### src/rtl/exec_cc_pkg.sv
package exec_cc_pkg;

    typedef enum logic [1:0] {
        OP_ADD = 2'd0,
        OP_SUB = 2'd1,
        OP_AND = 2'd2,
        OP_XOR = 2'd3
    } alu_op_e;

    typedef enum logic [2:0] {
        CF_ALWAYS = 3'd0,
        CF_LE     = 3'd1,
        CF_LT     = 3'd2,
        CF_EQ     = 3'd3,
        CF_NE     = 3'd4,
        CF_GE     = 3'd5,
        CF_GT     = 3'd6,
        CF_NEVER  = 3'd7
    } cond_fn_e;

    typedef struct packed {
        logic z;
        logic s;
    } flags_t;

    localparam flags_t FLAGS_RST = '{z: 1'b1, s: 1'b0};

endpackage

### src/rtl/exec_alu.sv
module exec_alu
    import exec_cc_pkg::*;
#(
    parameter int DATA_W = 64
) (
    input  logic [DATA_W-1:0] opnd_a,
    input  logic [DATA_W-1:0] opnd_b,
    input  logic [1:0]        op_sel,
    output logic [DATA_W-1:0] result
);
    always_comb begin
        unique case (alu_op_e'(op_sel))
            OP_ADD:  result = opnd_b + opnd_a;
            OP_SUB:  result = opnd_b - opnd_a;
            OP_AND:  result = opnd_b & opnd_a;
            OP_XOR:  result = opnd_b ^ opnd_a;
            default: result = '0;
        endcase
    end
endmodule

### src/rtl/exec_cond_eval.sv
module exec_cond_eval
    import exec_cc_pkg::*;
(
    input  logic [2:0] fn_sel,
    input  flags_t     flags,
    output logic       verdict
);
    always_comb begin
        unique case (cond_fn_e'(fn_sel))
            CF_ALWAYS: verdict = 1'b1;
            CF_LE:     verdict = flags.s | flags.z;
            CF_LT:     verdict = flags.s;
            CF_EQ:     verdict = flags.z;
            CF_NE:     verdict = ~flags.z;
            CF_GE:     verdict = ~flags.s;
            CF_GT:     verdict = ~flags.s & ~flags.z;
            CF_NEVER:  verdict = 1'b0;
            default:   verdict = 1'b0;
        endcase
    end
endmodule

### src/rtl/exec_cc_unit.sv
module exec_cc_unit
    import exec_cc_pkg::*;
#(
    parameter int DATA_W = 64,
    parameter int REG_W  = 4
) (
    input  logic              clk,
    input  logic              rst_n,
    input  logic [DATA_W-1:0] alu_a,
    input  logic [DATA_W-1:0] alu_b,
    input  logic [1:0]        alu_op,
    input  logic              cc_we,
    input  logic [2:0]        cond_fn,
    input  logic              is_cmov,
    input  logic [REG_W-1:0]  rb_idx,
    output logic [DATA_W-1:0] val_e,
    output logic              flag_z,
    output logic              flag_s,
    output logic              cond_ok,
    output logic [REG_W-1:0]  dst_e
);
    localparam logic [REG_W-1:0] REG_NONE = {REG_W{1'b1}};
    localparam int               SIGN_BIT = DATA_W - 1;

    flags_t             flags_d, flags_q;
    logic [DATA_W-1:0]  alu_res;
    logic               verdict;

    exec_alu #(.DATA_W(DATA_W)) u_alu (
        .opnd_a (alu_a),
        .opnd_b (alu_b),
        .op_sel (alu_op),
        .result (alu_res)
    );

    // verdict sees only the registered flags, never flags_d
    exec_cond_eval u_cond (
        .fn_sel  (cond_fn),
        .flags   (flags_q),
        .verdict (verdict)
    );

    always_comb begin
        flags_d = flags_q;
        if (cc_we) begin
            flags_d.z = (alu_res == '0);
            flags_d.s = alu_res[SIGN_BIT];
        end
    end

    always_ff @(posedge clk or negedge rst_n) begin
        if (!rst_n) flags_q <= FLAGS_RST;
        else        flags_q <= flags_d;
    end

    assign val_e   = alu_res;
    assign flag_z  = flags_q.z;
    assign flag_s  = flags_q.s;
    assign cond_ok = verdict;
    assign dst_e   = (is_cmov && !verdict) ? REG_NONE : rb_idx;
endmodule

### config.mk
export PLATFORM = sky130hd
export DESIGN_NAME = exec_cc_unit
export DESIGN_NICKNAME = d
export VERILOG_FILES = /design/src/rtl/exec_cc_pkg.sv /design/src/rtl/exec_alu.sv /design/src/rtl/exec_cond_eval.sv /design/src/rtl/exec_cc_unit.sv
export SDC_FILE = /design/constraint.sdc
export NUM_CORES = 1
export LEC_CHECK = 0
export ABC_AREA = 1
export BUFFER_PORTS_ARGS = -buffer_cell sky130_fd_sc_hd__buf_2
export CORE_MARGIN = 4
export CORE_UTILIZATION = 60
export DETAILED_ROUTE_END_ITERATION = 6
export PLACE_DENSITY_LB_ADDON = 0.2
export SYNTH_ARGS = -nofsm -noshare
export SYNTH_HDL_FRONTEND = slang
export SYNTH_SLANG_ARGS = --single-unit
### constraint.sdc
create_clock -name clk -period 8.9 [get_ports clk]
set_input_delay 0 -clock clk [delete_from_list [all_inputs] [get_ports clk]]
set_output_delay 0 -clock clk [all_outputs]
set_load 0.02 [all_outputs]
# Yosys cells after proc, flatten, opt, wreduce, memory -nomap -nowiden
# Cells that the tools add are included.
# totals
register_bits	2
inputBits	141
out_inout_bits	71
# classes
n_addsub	2
n_eq_ne	10
muxes	3
n_bitwise	6
n_reduce_logical	5
# ops
op	count
one-hot mux 64 bit (4 select lines)	1
adder 64 bit	1
AND 64 bit	1
logical NOT 64 bit	1
subtractor 64 bit	1
XOR 64 bit	1
equality test 3 bit, second input constant	4
one-hot mux 1 bit (8 select lines)	1
equality test 3 x 2 -> 1 bit, second input constant	2
equality test 2 bit, second input constant	2
two-way mux 4 bit	1
equality test 3 x 1 -> 1 bit, second input constant	1
logical NOT 3 bit	1
equality test 2 x 1 -> 1 bit, second input constant	1
logical NOT 2 bit	1
inverter 1 bit	2
AND 1 bit	1
logical AND 1 bit	1
logical NOT 1 bit	1
OR 1 bit	1

# Longest topological paths before layout
# depth
depth_word	6
depth_mapped	36
mapped_depth_nobuf	36

# Cells and area by module
# From an unflattened synthesis, not the netlist that was laid out.
# hier_totals
cells_unflattened	2075
area_unflattened_um2	10174.8
# modules_own_cells
module	n_inst	cells_each	area_per_inst_um2
exec_alu	1	1982	9769.4
exec_cc_unit	1	80	352.8
exec_cond_eval	1	13	52.6

# Least setup slack after synthesis
# Ideal clock, no wire load.
# synth_path
path_kind	input-to-reg
from	input port alu_a[1]
to	register flags_q (netlist bit flag_z)
setup_time_ns	0.076
arrival_ns	3.444
required_ns	8.824
path_slack_ns	5.380
cell_stages	28
path_buffers	0
cell_sequence	inv_1 -> ha_1 -> inv_1 -> nor2_2 -> nand4_2 -> nor3_4 -> nand3_4 -> nor2_8 -> nand3_4 -> nor2_4 -> nand2_2 -> o21ai_2 -> o21ai_1 -> xnor2_1 -> ha_1 -> nand2_1 -> nor4_1 -> nand3_1 -> nor2_1 -> nor2_1 -> o21ai_1 -> nor2_1 -> o21bai_1 -> nor2_1 -> nand2_1 -> nor2_1 -> nand3_1 -> nand2_1
# synth_via
elab_chain_cells	3
# synth_lines
element	line_no	text
start, declared	exec_cc_unit.sv:9	input logic [DATA_W-1:0] alu_a,
subtractor 64 bit or adder 64 bit (tied branches)	exec_alu.sv:14, exec_alu.sv:13	
one-hot mux 64 bit (4 select lines) *	exec_alu.sv:12	unique case (alu_op_e'(op_sel))
named net val_e[60]	exec_cc_unit.sv:16	output logic [DATA_W-1:0] val_e,
logical NOT 64 bit *	exec_cc_unit.sv:46	flags_d.z = (alu_res == '0);
end signal, assigned	exec_cc_unit.sv:53	else flags_q <= flags_d;
end, declared	exec_cc_unit.sv:25	flags_t flags_d, flags_q;
# Mark *: on every way through the listed nets, which the timed path passes. The rest lies on a longest branch.
# A chain may end at the register's enable or synchronous reset.

# Final worst setup path
# layout_path
from	input port alu_op[1]
to	register flags_q (netlist bit flag_z)
# layout_via
elab_chain_cells	3
# layout_lines
element	line_no	text
start, declared	exec_cc_unit.sv:11	input logic [1:0] alu_op,
equality test 2 bit (tied with other cells)	exec_alu.sv:12	
one-hot mux 64 bit (4 select lines) *	exec_alu.sv:12	
logical NOT 64 bit *	exec_cc_unit.sv:46	
# Mark *: on every way between the ends. The rest lies on a longest branch, timed or not.

==> metrics.log <==
[metrics] result of the run: completed
[metrics] vias: around 14,000
[metrics] Avg Inst Size Synth: slightly above 5 µm²
[metrics] cells after synthesis: approximately 1,900
[metrics] count of input and output buffers: 211
[metrics] Setup CP Type: input pin to flop
[metrics] filler cell count: between 1,500 and 2,000
[metrics] total number of clock tree sinks: 2
[metrics] RSZ-0062 raised after global routing: no
[metrics] Clock Latency Late Sink: between 0.2 and 0.25 ns
[metrics] initial antenna violation count: 1
[metrics] r2r worst-path depth: 2
[metrics] placeable core area: about 16,000 µm²
[metrics] number of different library cells in the post-synthesis netlist: a little under 50
[metrics] number of storage elements in the synthesis netlist: 2
[metrics] Yosys top cell area share: about a quarter
[metrics] part of the Yosys area used for sequential elements: less than 1%
[metrics] first-pass GRT wire length: about 63,000 µm
[metrics] wire length on met2: around 17,000 µm
[metrics] final routed wirelength across all metal layers: 41,740 µm
[metrics] combined global-route utilization of all metal layers: a little over two fifths
[metrics] cells taking the most area after synthesis: sky130_fd_sc_hd__nand2_1 (25%), sky130_fd_sc_hd__ha_1 (16%), sky130_fd_sc_hd__inv_1 (14%)
[metrics] TNS Setup: 0 ns
[metrics] max layer used: met4
[metrics] pin count of the biggest net entering global routing: 65
[metrics] final design utilization: a little over two thirds
[metrics] area taken by multi-input logic gates: around 8300 µm²
[metrics] largest area contributor in the netlist: sky130_fd_sc_hd__nand2_1
[metrics] Vert. Die Dim: 136.5 µm
[metrics] Worst-Margin Slew: around 1.3 ns
[metrics] most numerous cell types in the synthesized netlist: sky130_fd_sc_hd__nand2_1 (663), sky130_fd_sc_hd__inv_1 (377), sky130_fd_sc_hd__nor2_1 (188)
[metrics] Layout Area Growth over Synthesis: 13.60%
[metrics] CP peak stage delay: 0.48 ns
[metrics] Via density: 5.831
[metrics] post-detailed-route DRC marker count: 0
[metrics] Crit. Startpoint: alu_op[1]
[metrics] total area of sequential cells: around 50 µm²
[metrics] Critical Path Most Common Cell: sky130_fd_sc_hd__nand2_1
[metrics] count of endpoints failing hold in the final timing report: 0
[metrics] max-slew violations: 0
[metrics] most frequently used flop master after synthesis: sky130_fd_sc_hd__dfstp_2
[metrics] number of synthesis warnings: 0
[metrics] largest fanout on the critical path: 16
[metrics] Relative slew margins: between 10% and 20%
[metrics] share of the clock period used by the worst path after layout: between 50% and 60%
[metrics] Reg2Reg Capture Point: flag_z
[metrics] horizontal die dimension: about 140 µm
[metrics] most common cell in the synthesized netlist: sky130_fd_sc_hd__nand2_1
[metrics] M1 WL: 16,120 µm
[metrics] buffers from clock root to sink, at most: 2
[metrics] Critical Path, Cell by Cell: buf_2 -> nor2_2 -> clkinv_1 -> nand2_1 -> o21ai_0 -> xnor2_1 -> ha_1 -> nand2_1 -> nor2_1 -> nand3_1 -> nand2_1 -> nand2_1 -> nand2_1 -> nand2_1 -> nand2_1 -> nand2_1 -> nand3_1 -> nand4_1 -> nor2_1 -> nand2_1 -> nor2_1 -> nand3_1 -> nand2_1
[metrics] maximum clock frequency: about 0.22 GHz
[metrics] Pre-antenna DRT Iters: 6
[metrics] Final HPWL DP: 35,850 µm
[metrics] leakage power of the design: slightly below 7 nW
[metrics] I/O pin count: 212
[metrics] R2R Setup Slk: between 8 and 9 ns
[metrics] startpoint type of the worst setup path: input pin
[metrics] clock transition at the registers of the reported paths: approximately 0.030 ns
[metrics] H-Tree Level Count: 1
[metrics] standard-cell rows: 46
[metrics] average routed wire per standard cell: 17.89 µm
[metrics] die outline area: between 15,000 and 20,000 µm²
[metrics] GR Overflow Total: 0
[metrics] Critical Path RT: roughly 9.1 ns
[metrics] max cap viols: 0
[metrics] met3 WL: between 7000 and 8000 µm
[metrics] Max IR drop VDD: roughly 0.000095 V
[metrics] TritonCTS clock tree: built
[metrics] via count of the first global-routing pass: between 10,000 and 15,000
[metrics] area of the mapped netlist: just under 10,000 µm²
[metrics] starting DRC count in detailed routing: about 2,000
[metrics] Crit path arrival time: 4.62 ns
[metrics] final RePlAce weighted congestion: 1.128
[metrics] Post-synth ARST share: between 90% and 100%
[metrics] clock skew: 0 ns
[metrics] number of synthesized flops with an enable pin: 0
[metrics] initial core utilization: just over 60%
[metrics] classification of the worst-slack hold path: input pin to async pin
[metrics] final critical-path required period: 4.450 ns
[metrics] worst reg2reg startpoint: flag_z
[metrics] count of nets left with antenna violations after detail routing: 0
[metrics] critical path capture point type: flop
[metrics] number of buffers created by CTS: 3
[metrics] Syn Nets: approximately 2,200
[metrics] critical-path cell with the highest stage delay: sky130_fd_sc_hd__nor2_1
[metrics] Final setup violation count: 0
[metrics] net count reported at finish: around 2,400
[metrics] # resized after CTS: 0
[metrics] clock tree root driver cell: sky130_fd_sc_hd__clkbuf_16
[metrics] fraction of final layout cells sized beyond drive strength 1: 13.23%
[metrics] power density relative to cell area: approximately 90 nW/µm²
## flip-flops by register name, summed over array words and instances, names as in the netlist
name	flops
flag_s	1
flag_z	1
## cell type report
| class | count | share of cell area, % |
|---|---|---|
| Antenna cell | 1 | 0.02223 |
| Clock buffer | 4 | 0.7004 |
| Inverter | 394 | 13.14 |
| Multi-Input combinational cell | 1499 | 73.45 |
| Sequential cell | 2 | 0.4558 |
| Tap cell | 216 | 2.401 |
| Timing Repair Buffer | 217 | 9.828 |
## worst max-delay path by stage
stage	endpoint	slack [ns]	depth (start not counted)
floorplan	flag_z	5.38	28
detailed placement	flag_z	4.45	30
global placement	flag_z	4.43	30
CTS	flag_z	4.66	30
finish	flag_z	4.45	23
global route	flag_z	4.20	31
## kinds of logic (layout without fill, tap and decap cells)
kind of cell    after synthesis  in the layout  share of synthesized area, %
simple gates               1096           1096                         47.49
buf+inv                     419            615                         16.04
compound gates              209            209                         13.84
fa+ha+maj                   129            129                         16.37
xor+xnor                     65             65                         5.746
flops                         2              2                        0.5178
other cells                   0              1                             0
## report_power, final
group	internal [W]	switching [W]
sequential	0.00000996	0.000000660
clock	0.0000592	0.0000131
combinational	0.000296	0.000645
total	0.000365	0.000659
## critical path, delay by kind of cell
kind | cells | cell delay [ns]
simple gates | 18 | 3.13
xor+xnor | 1 | 0.20
buf+inv | 2 | 0.66
compound gates | 1 | 0.23
fa+ha+maj | 1 | 0.39
## what timing repair did
item / 4_1_cts / 5_1_grt
buffers inserted: 0 / 0
endpoints found under the hold margin: 3 / 0
hold buffers: 2 / 0
## per-layer routing
| layer | vias up | track usage (%) |
|---|---|---|
| met1 | 5955 | 60.01 |
| met3 | 146 | 13.16 |
| li1 | 6492 | - |
| met5 | - | 0 |
| met2 | 1011 | 63.88 |
| met4 | 0 | 13.83 |
## per-stage QoR
step                      total power [W]  instance area (µm²)  setup slack (ns)  hold WS (ns)  std cells
after global placement          0.0008959                11150             4.430       -0.2159       2326
after CTS                       0.0009840                11250             4.663       0.08429       2332
after global routing             0.001104                11250             4.201        0.1361       2333
final                            0.001024                11250             4.450        0.1159       2333
after detailed placement        0.0009069                11150             4.453       -0.2131       2326
after floorplan                 0.0006083                 9907             5.380       -0.2956       1920
## cells in the final DEF, fill, tap and decap left out, drive strengths merged, types with 2 or more instances in the layout
master,count
dlygate4sd3,2
inv,393
and2,3
o31ai,3
o211ai,2
nand4,33
o21ai,40
nor3,21
o21bai,12
nand2,664
a22o,55
a21o,2
nand3b,26
nor4,21
xnor2,19
xor2,46
a31oi,6
nand3,118
a21oi,84
clkbuf,4
o21a,2
nor2,209
ha,128
buf,215
No activity file was read; power rests on OpenSTA's default activity.
